===== config.mk =====
export PLATFORM = sky130hd
export DESIGN_NAME = step_timing_seq
export DESIGN_NICKNAME = d
export VERILOG_FILES = /design/src/rtl/step_timing_seq_pkg.sv /design/src/rtl/step_timing_seq_ctrl.sv /design/src/rtl/step_timing_seq_data.sv /design/src/rtl/step_timing_seq.sv
export SDC_FILE = /design/constraint.sdc
export NUM_CORES = 1
export LEC_CHECK = 0
export CORE_MARGIN = 8
export CORE_UTILIZATION = 62
export DETAILED_ROUTE_END_ITERATION = 7
export PLACE_DENSITY = 0.8
export SYNTH_ARGS = -nofsm -noshare
export SYNTH_HDL_FRONTEND = slang
export SYNTH_HIERARCHICAL = 1
export SYNTH_SLANG_ARGS = --single-unit

===== constraint.sdc =====
create_clock -name clk -period 5 [get_ports clk]
set_input_delay 1 -clock clk [delete_from_list [all_inputs] [get_ports clk]]
set_output_delay 1 -clock clk [all_outputs]
set_load 0.05 [all_outputs]

===== src/rtl/step_timing_seq_pkg.sv =====
package step_timing_seq_pkg;

  // Strobes from the timing control to the table datapath.
  typedef struct packed {
    logic advance;  // step boundary: emit pattern, reload period
    logic reload;   // descriptor load: restart the run
  } seqStrobe_t;

endpackage


===== src/rtl/step_timing_seq_ctrl.sv =====
module step_timing_seq_ctrl
  import step_timing_seq_pkg::*;
#(
  parameter int PER_W = 16
) (
  input  logic             clk,
  input  logic             rstN,
  input  logic             run,
  input  logic             loadCfg,
  input  logic [PER_W-1:0] curPeriod,
  input  logic [PER_W-1:0] deadTime,
  output logic [PER_W-1:0] cnt,
  output logic             stepEvt,
  output logic             deadEvt,
  output seqStrobe_t       strb
);

  logic [PER_W-1:0] lastCnt;
  logic             stepHit;
  logic             deadArmed;

  // A zero period acts as one cycle per step.
  assign lastCnt   = (curPeriod == '0) ? '0 : curPeriod - PER_W'(1);
  assign stepHit   = run && (cnt == lastCnt);
  assign deadArmed = deadTime < curPeriod;

  assign stepEvt = stepHit;
  assign deadEvt = run && deadArmed && (cnt == deadTime);

  always_comb begin
    strb         = '0;
    strb.reload  = loadCfg;
    strb.advance = stepHit && !loadCfg;
  end

  always_ff @(posedge clk) begin
    if (!rstN) begin
      cnt <= '0;
    end else if (loadCfg) begin
      cnt <= '0;
    end else if (run) begin
      cnt <= stepHit ? '0 : cnt + PER_W'(1);
    end
  end

endmodule


===== src/rtl/step_timing_seq_data.sv =====
module step_timing_seq_data
  import step_timing_seq_pkg::*;
#(
  parameter int PAT_W = 4,
  parameter int PER_W = 16,
  parameter int DEPTH = 16,
  localparam int AW    = $clog2(DEPTH),
  localparam int LEN_W = AW + 1
) (
  input  logic             clk,
  input  logic             rstN,
  input  seqStrobe_t       strb,
  input  logic             wrEn,
  input  logic             wrPeriod,
  input  logic [AW-1:0]    wrAddr,
  input  logic [PER_W-1:0] wrData,
  input  logic [AW-1:0]    cfgPatStart,
  input  logic [AW-1:0]    cfgPerStart,
  input  logic [LEN_W-1:0] cfgLen,
  input  logic             cfgWrap,
  input  logic [PER_W-1:0] cfgDead,
  output logic [PER_W-1:0] curPeriod,
  output logic [PER_W-1:0] deadTime,
  output logic [PAT_W-1:0] patOut,
  output logic             phaseDone
);

  logic [PAT_W-1:0] patMem [DEPTH];
  logic [PER_W-1:0] perMem [DEPTH];

  logic [AW-1:0]    patBase;
  logic [AW-1:0]    perBase;
  logic [LEN_W-1:0] lenReg;
  logic             wrapReg;
  logic [AW-1:0]    ofs;

  logic [AW-1:0]    patAddr;
  logic [AW-1:0]    perNextAddr;
  logic [LEN_W-1:0] ofsNext;
  logic             lastEntry;

  assign patAddr     = patBase + ofs;
  assign perNextAddr = perBase + ofs + AW'(1);
  assign ofsNext     = {1'b0, ofs} + LEN_W'(1);
  // A zero length counts as a single entry.
  assign lastEntry   = ofsNext >= lenReg;

  // Table write port: one bank per table.
  always_ff @(posedge clk) begin
    if (wrEn && !wrPeriod) patMem[wrAddr] <= wrData[PAT_W-1:0];
    if (wrEn &&  wrPeriod) perMem[wrAddr] <= wrData;
  end

  always_ff @(posedge clk) begin
    if (!rstN) begin
      patBase   <= '0;
      perBase   <= '0;
      lenReg    <= '0;
      wrapReg   <= 1'b0;
      deadTime  <= '0;
      ofs       <= '0;
      curPeriod <= '0;
      patOut    <= '0;
      phaseDone <= 1'b0;
    end else if (strb.reload) begin
      patBase   <= cfgPatStart;
      perBase   <= cfgPerStart;
      lenReg    <= cfgLen;
      wrapReg   <= cfgWrap;
      deadTime  <= cfgDead;
      ofs       <= '0;
      curPeriod <= perMem[cfgPerStart];
      phaseDone <= 1'b0;
    end else if (strb.advance) begin
      patOut <= patMem[patAddr];
      if (lastEntry) begin
        phaseDone <= 1'b1;
        if (wrapReg) begin
          ofs       <= '0;
          curPeriod <= perMem[perBase];
        end
      end else begin
        ofs       <= ofsNext[AW-1:0];
        curPeriod <= perMem[perNextAddr];
      end
    end
  end

endmodule


===== src/rtl/step_timing_seq.sv =====
module step_timing_seq
  import step_timing_seq_pkg::*;
#(
  parameter int PAT_W = 4,
  parameter int PER_W = 16,
  parameter int DEPTH = 16,
  localparam int AW    = $clog2(DEPTH),
  localparam int LEN_W = AW + 1
) (
  input  logic             clk,
  input  logic             rstN,
  input  logic             run,
  input  logic             wrEn,
  input  logic             wrPeriod,
  input  logic [AW-1:0]    wrAddr,
  input  logic [PER_W-1:0] wrData,
  input  logic             loadCfg,
  input  logic [AW-1:0]    cfgPatStart,
  input  logic [AW-1:0]    cfgPerStart,
  input  logic [LEN_W-1:0] cfgLen,
  input  logic             cfgWrap,
  input  logic [PER_W-1:0] cfgDead,
  output logic             stepEvt,
  output logic             deadEvt,
  output logic [PAT_W-1:0] patOut,
  output logic             phaseDone
);

  seqStrobe_t       strb;
  logic [PER_W-1:0] cnt;
  logic [PER_W-1:0] curPeriod;
  logic [PER_W-1:0] deadTime;

  step_timing_seq_ctrl #(.PER_W(PER_W)) u_ctrl (
    .clk       (clk),
    .rstN      (rstN),
    .run       (run),
    .loadCfg   (loadCfg),
    .curPeriod (curPeriod),
    .deadTime  (deadTime),
    .cnt       (cnt),
    .stepEvt   (stepEvt),
    .deadEvt   (deadEvt),
    .strb      (strb)
  );

  step_timing_seq_data #(.PAT_W(PAT_W), .PER_W(PER_W), .DEPTH(DEPTH)) u_data (
    .clk         (clk),
    .rstN        (rstN),
    .strb        (strb),
    .wrEn        (wrEn),
    .wrPeriod    (wrPeriod),
    .wrAddr      (wrAddr),
    .wrData      (wrData),
    .cfgPatStart (cfgPatStart),
    .cfgPerStart (cfgPerStart),
    .cfgLen      (cfgLen),
    .cfgWrap     (cfgWrap),
    .cfgDead     (cfgDead),
    .curPeriod   (curPeriod),
    .deadTime    (deadTime),
    .patOut      (patOut),
    .phaseDone   (phaseDone)
  );

endmodule


# Yosys cells after proc, flatten, opt, wreduce, memory -nomap -nowiden
# Memories as Yosys holds them, arrays and structs flattened. A register that Yosys moved wholly into a read port is not among the register bits.
# Index checks and enable logic that the tools add are counted.
# op_classes
n_mul	0
n_eq_ne	4
bitwise_logic	2
div_mod_pow	0
n_reduce_logical	16
shifts	0
mux	14
addsub	6
n_lt_le_gt_ge	2
# op_table
cell	n
$mux 16	6
$eq 16x16->1	2
$add 16x1->16 const B	1
$logic_not 16->1	1
$lt 16x16->1	1
$mux 4	4
$sub 16x1->16 const B	1
$add 4x4->4	2
$reduce_and 2->1	4
$logic_and 1x1->1	6
$add 4x1->5 const B	1
$ge 5x5->1	1
$add 4x1->4 const B	1
$mux 1	4
$logic_not 1->1	3
$ne 3x2->1 const B	1
$ne 2x1->1 const B	1
$not 1->1	2
$reduce_bool 2->1	1
$reduce_or 2->1	1
# word_totals
n_memories	2
mem_bits_ro	0
mem_bits_rw	320
latchBits	0
register_bits	67
word_cells	55
# mem_list
name	depth	word_bits	rd	rd_ports_with_merged_regs	write_ports	line	source
u_data.perMem	16	16	3	1	1	step_timing_seq_data.sv:29	logic [PER_W-1:0] perMem [DEPTH];
u_data.patMem	16	4	1	1	1	step_timing_seq_data.sv:28	logic [PAT_W-1:0] patMem [DEPTH];

# Logic depth before layout (Yosys ltp)
# depth
ltp_word	7
depth_mapped	18

# Cells and area by module
# The synthesis kept the hierarchy.
# modules_own_cells
module	cells_each	area_each_um2	seq_area_each_um2	n_inst
step_timing_seq_data	1091	19035.8	10790.3	1
step_timing_seq_ctrl	306	2289.7	320.3	1

# Worst setup path after synthesis
# OpenSTA, ideal clock, no wires.
# synth_path
kind	register to output
from	register u_data.curPeriod[0]
to	output stepEvt
stages_incl_launch_ff	12
t_required_ns	4.000
slack_ns	0.360
t_arrival_ns	3.640
path_buffers	3
path_cell_list	dfxtp_1 -> clkbuf_1 -> inv_1 -> ha_1 -> buf_2 -> or3b_2 -> clkbuf_1 -> nor4_1 -> mux2_2 -> o41a_1 -> or2_2 -> nor2_1
# synth_between
elab_chain_len	4
elab_cells_between_ends	5
# synth_lines
item	line	source
from (decl)	step_timing_seq_data.sv:22	output logic [PER_W-1:0] curPeriod,
from (signal assigned)	step_timing_seq_data.sv:72	curPeriod <= perMem[cfgPerStart];
from (signal assigned)	step_timing_seq_data.sv:80	curPeriod <= perMem[perBase];
from (signal assigned)	step_timing_seq_data.sv:84	curPeriod <= perMem[perNextAddr];
$sub 16x1->16 or $logic_not 16->1 (tied branches)	step_timing_seq_ctrl.sv:23	assign lastCnt = (curPeriod == '0) ? '0 : curPeriod - PER_W'(1);
$mux 16 (*)	step_timing_seq_ctrl.sv:23	
$eq 16x16->1 (*)	step_timing_seq_ctrl.sv:24	assign stepHit = run && (cnt == lastCnt);
$logic_and 1x1->1 (*)	step_timing_seq_ctrl.sv:24	
to (decl)	step_timing_seq.sv:23	output logic stepEvt,
# Mark *: on every way between the ends. The rest lies on a longest branch, timed or not.

# Worst setup path after layout
# layout_path
from	register u_data.curPeriod[1]
to	output stepEvt
# Same word-level chain as after synthesis.

==> reports/qor.yml <==
drive_above_1_share_pct: 23.89
seqPwrFrac_pct: 48.7
slew_headroom_pct: 12.66
syn-num-nets: 1484
vias: 14090
diodes: 0
crit_path_max_fanout: 10
crit_required_ps: 4000
clk_latency_ps: 560
period_share_pct: 96.42
io_pins: 63
grt.overflow.total: 0
cts.htree.levels: 2
worst_setup_path_start_kind: "flop"
root_buffer: "clkbuf_16"
grt_use_total_pct: 27.69
hpwl_um: 35490
drv_cap: 0
holdBufCountCts: 0
drt_pass1_iterations: 5
outcome: "finished clean"
dieArea_sq_um: 40590
syn_inst: 1397
p_int_mw: 5.719
grt_pass1_vias: 14280
crit_type: "reg -> out"
area_growth_pct: 11.16
clk_pin_slew_ps: 60
grt_pass1_wl_um: 85800
routabilityCongestion: 0.9377
ys_types: 76
fillers: 2205
cts_made_buffers: 41
powerDensity_nw_per_um2: 319.3
synthArstFlopShare_pct: 0
switching_share_pct: 24.43
fp.dieH_um: 201.5
cts_setup_buffers: 0
yosysMostFrequentCell: "edfxtp_1"
end_kind: "output pin"
p_sw_mw: 1.849
hold_class: "reg -> reg"
period_needed_ps: 4821
ys.flop_type: "edfxtp_1"
syn_avg_cell_area_sq_um: 15.27
drt_wl_total_um: 56530
p_total_mw: 7.569
synth.cell_area_sq_um: 21330
fin_nets: 1524
yosysTopAreaCell: "edfxtp_1"
drtAntennaViolNets: 0
antenna_found_initial: 0
grt_max_degree: 65
cts_tree: "built"
initial_core_util_pct: 62.35
rsz0062_at_grt: "no"
fin_skew_ps: 6.907
crit_arrival_ps: 3820
via_per_inst: 7.325
ctsResizeCount: 1
p_leak_nw: 7.709
synth_top_area_share_pct: 45.06
drcViolationCount: 0
final-hold-violation-count: 0
clockPowerShare_pct: 38.5
worst_pin_slew_ps: 1305
setup_viol: 0
avgRoutedWirePerCell_um: 29.38
max_freq_mhz: 207.4
die_x_um: 201.5
clock_sinks: 395
ys_ff_latch: 395
core_area_sq_um: 34200
synth_edf_count: 320
cts_buffer_depth: 3
finalSetupTns_ps: 0
ys_seq_area_share_pct: 52.10
synth_area_leaders: "edfxtp_1, mux4_2, dfxtp_1, mux2i_1, mux4_1"
ys_top_cells_by_count: "edfxtp_1, mux4_2, dfxtp_1, mux2i_1, nor2b_1"
slew_violations: 0
vdd_drop_max_v: 0.0003769
yosys_warnings: 6
port_buffers: 62
drt_iter0_drc: 1863
row_count: 68
share_comb_of_total_power_pct: 12.8
placed cells by master (no fill, tap or decap), types with 11 or more instances in the layout:
cell / count
clkbuf_1: 13
nor3_1: 28
dfxtp_1: 73
a22oi_1: 35
xnor2_1: 20
inv_1: 39
mux2i_1: 75
nor2_1: 40
a311oi_1: 11
nand2_1: 39
nand2b_1: 12
mux4_2: 195
mux2_2: 14
a211oi_1: 28
nor2b_1: 66
a21oi_1: 21
nand4_1: 12
clkdlybuf4s50_1: 57
nand3_1: 22
edfxtp_1: 320
nor2_2: 12
o21ai_0: 14
clkbuf_16: 42
mux4_1: 16
buf_4: 39
ha_1: 27
xor2_1: 21
flip-flops by register name, indices dropped and copies added (netlist names), named ones only:
signal            flops
u_data/curPeriod     16
u_data/patBase        4
u_data/perMem       256
u_data/deadTime      16
u_ctrl/cnt           16
u_data/ofs            4
u_data/phaseDone      1
u_data/perBase        4
u_data/wrapReg        1
u_data/patOut         4
u_data/lenReg         5
u_data/patMem        64
metrics by stage:
step	cells	utilization [%]	worst slack [ps]	hold slack, ps	cell area [sq um]
2_1_floorplan	1397	-	360.4	430.7	21330
3_3_place_gp	1849	65.54	506.2	499.8	22420
3_5_place_dp	1849	65.54	352.4	508.6	22420
4_1_cts	1924	69.27	65.99	522.2	23690
5_1_grt	1924	69.31	29.95	545.1	23710
6_report	1924	69.31	179.1	505.0	23710
worst max-delay path, stage by stage (launching register included):
cell and delay (ps):
dfxtp_1 380, inv_1 110, ha_2 270, or3b_2 590, nor4_4 300, mux2_2 410, o41a_1 460, or2_2 330
nor2_1 210, buf_12 180
power groups by stage:
stage / Combinational (mW) / Clock [mW] / Sequential (mW)
floorplan: 0.675 / 0 / 3.71
global placement: 0.922 / 0 / 3.75
detailed placement: 0.939 / 0 / 3.75
CTS: 0.950 / 2.96 / 3.68
global route: 1.02 / 3.08 / 3.69
finish: 0.969 / 2.91 / 3.68
layer usage:
metal	global-route usage (%)	vias up	share of wire (%)
met4	11.79	0	4.5
met3	6.529	174	12
met5	0	-	0
met1	35.95	7080	36
met2	44.56	1015	48
li1	-	5824	-
cell families after synthesis:
kind of cell / synth area share (%)
buffers and inverters: 3.098
and+or+nand+nor: 7.721
adders and majority gates: 1.889
muxes: 26.82
xor gates and xnor gates: 1.836
DFF: 52.10
AOI/OAI and AO/OA: 6.530
layout make-up:
class / instances / area, sq um / share of cell area [%]
Multi-Input combinational cell: 858 / 9648 / 40.70
Timing Repair Buffer: 102 / 953.4 / 4.022
Sequential cell: 395 / 11120 / 46.89
Tap cell: 455 / 569.3 / 2.402
Clock inverter: 20 / 172.7 / 0.7284
Clock buffer: 55 / 1100 / 4.639
Inverter: 39 / 146.4 / 0.6175
final timing paths:
| path | from | end | slack (ps) | depth (start not counted) |
|---|---|---|---|---|
| hold / removal | u_data/phaseDone | u_data/phaseDone | 500 | 2 |
| setup / recovery | u_data/curPeriod[1] | stepEvt | 180 | 9 |
| hold reg to reg | u_data/phaseDone | u_data/phaseDone | 500 | 2 |
| setup reg to reg | u_data/curPeriod[1] | u_data/curPeriod[6] | 410 | 15 |
Note: power is estimated with default switching activity, not from simulation.
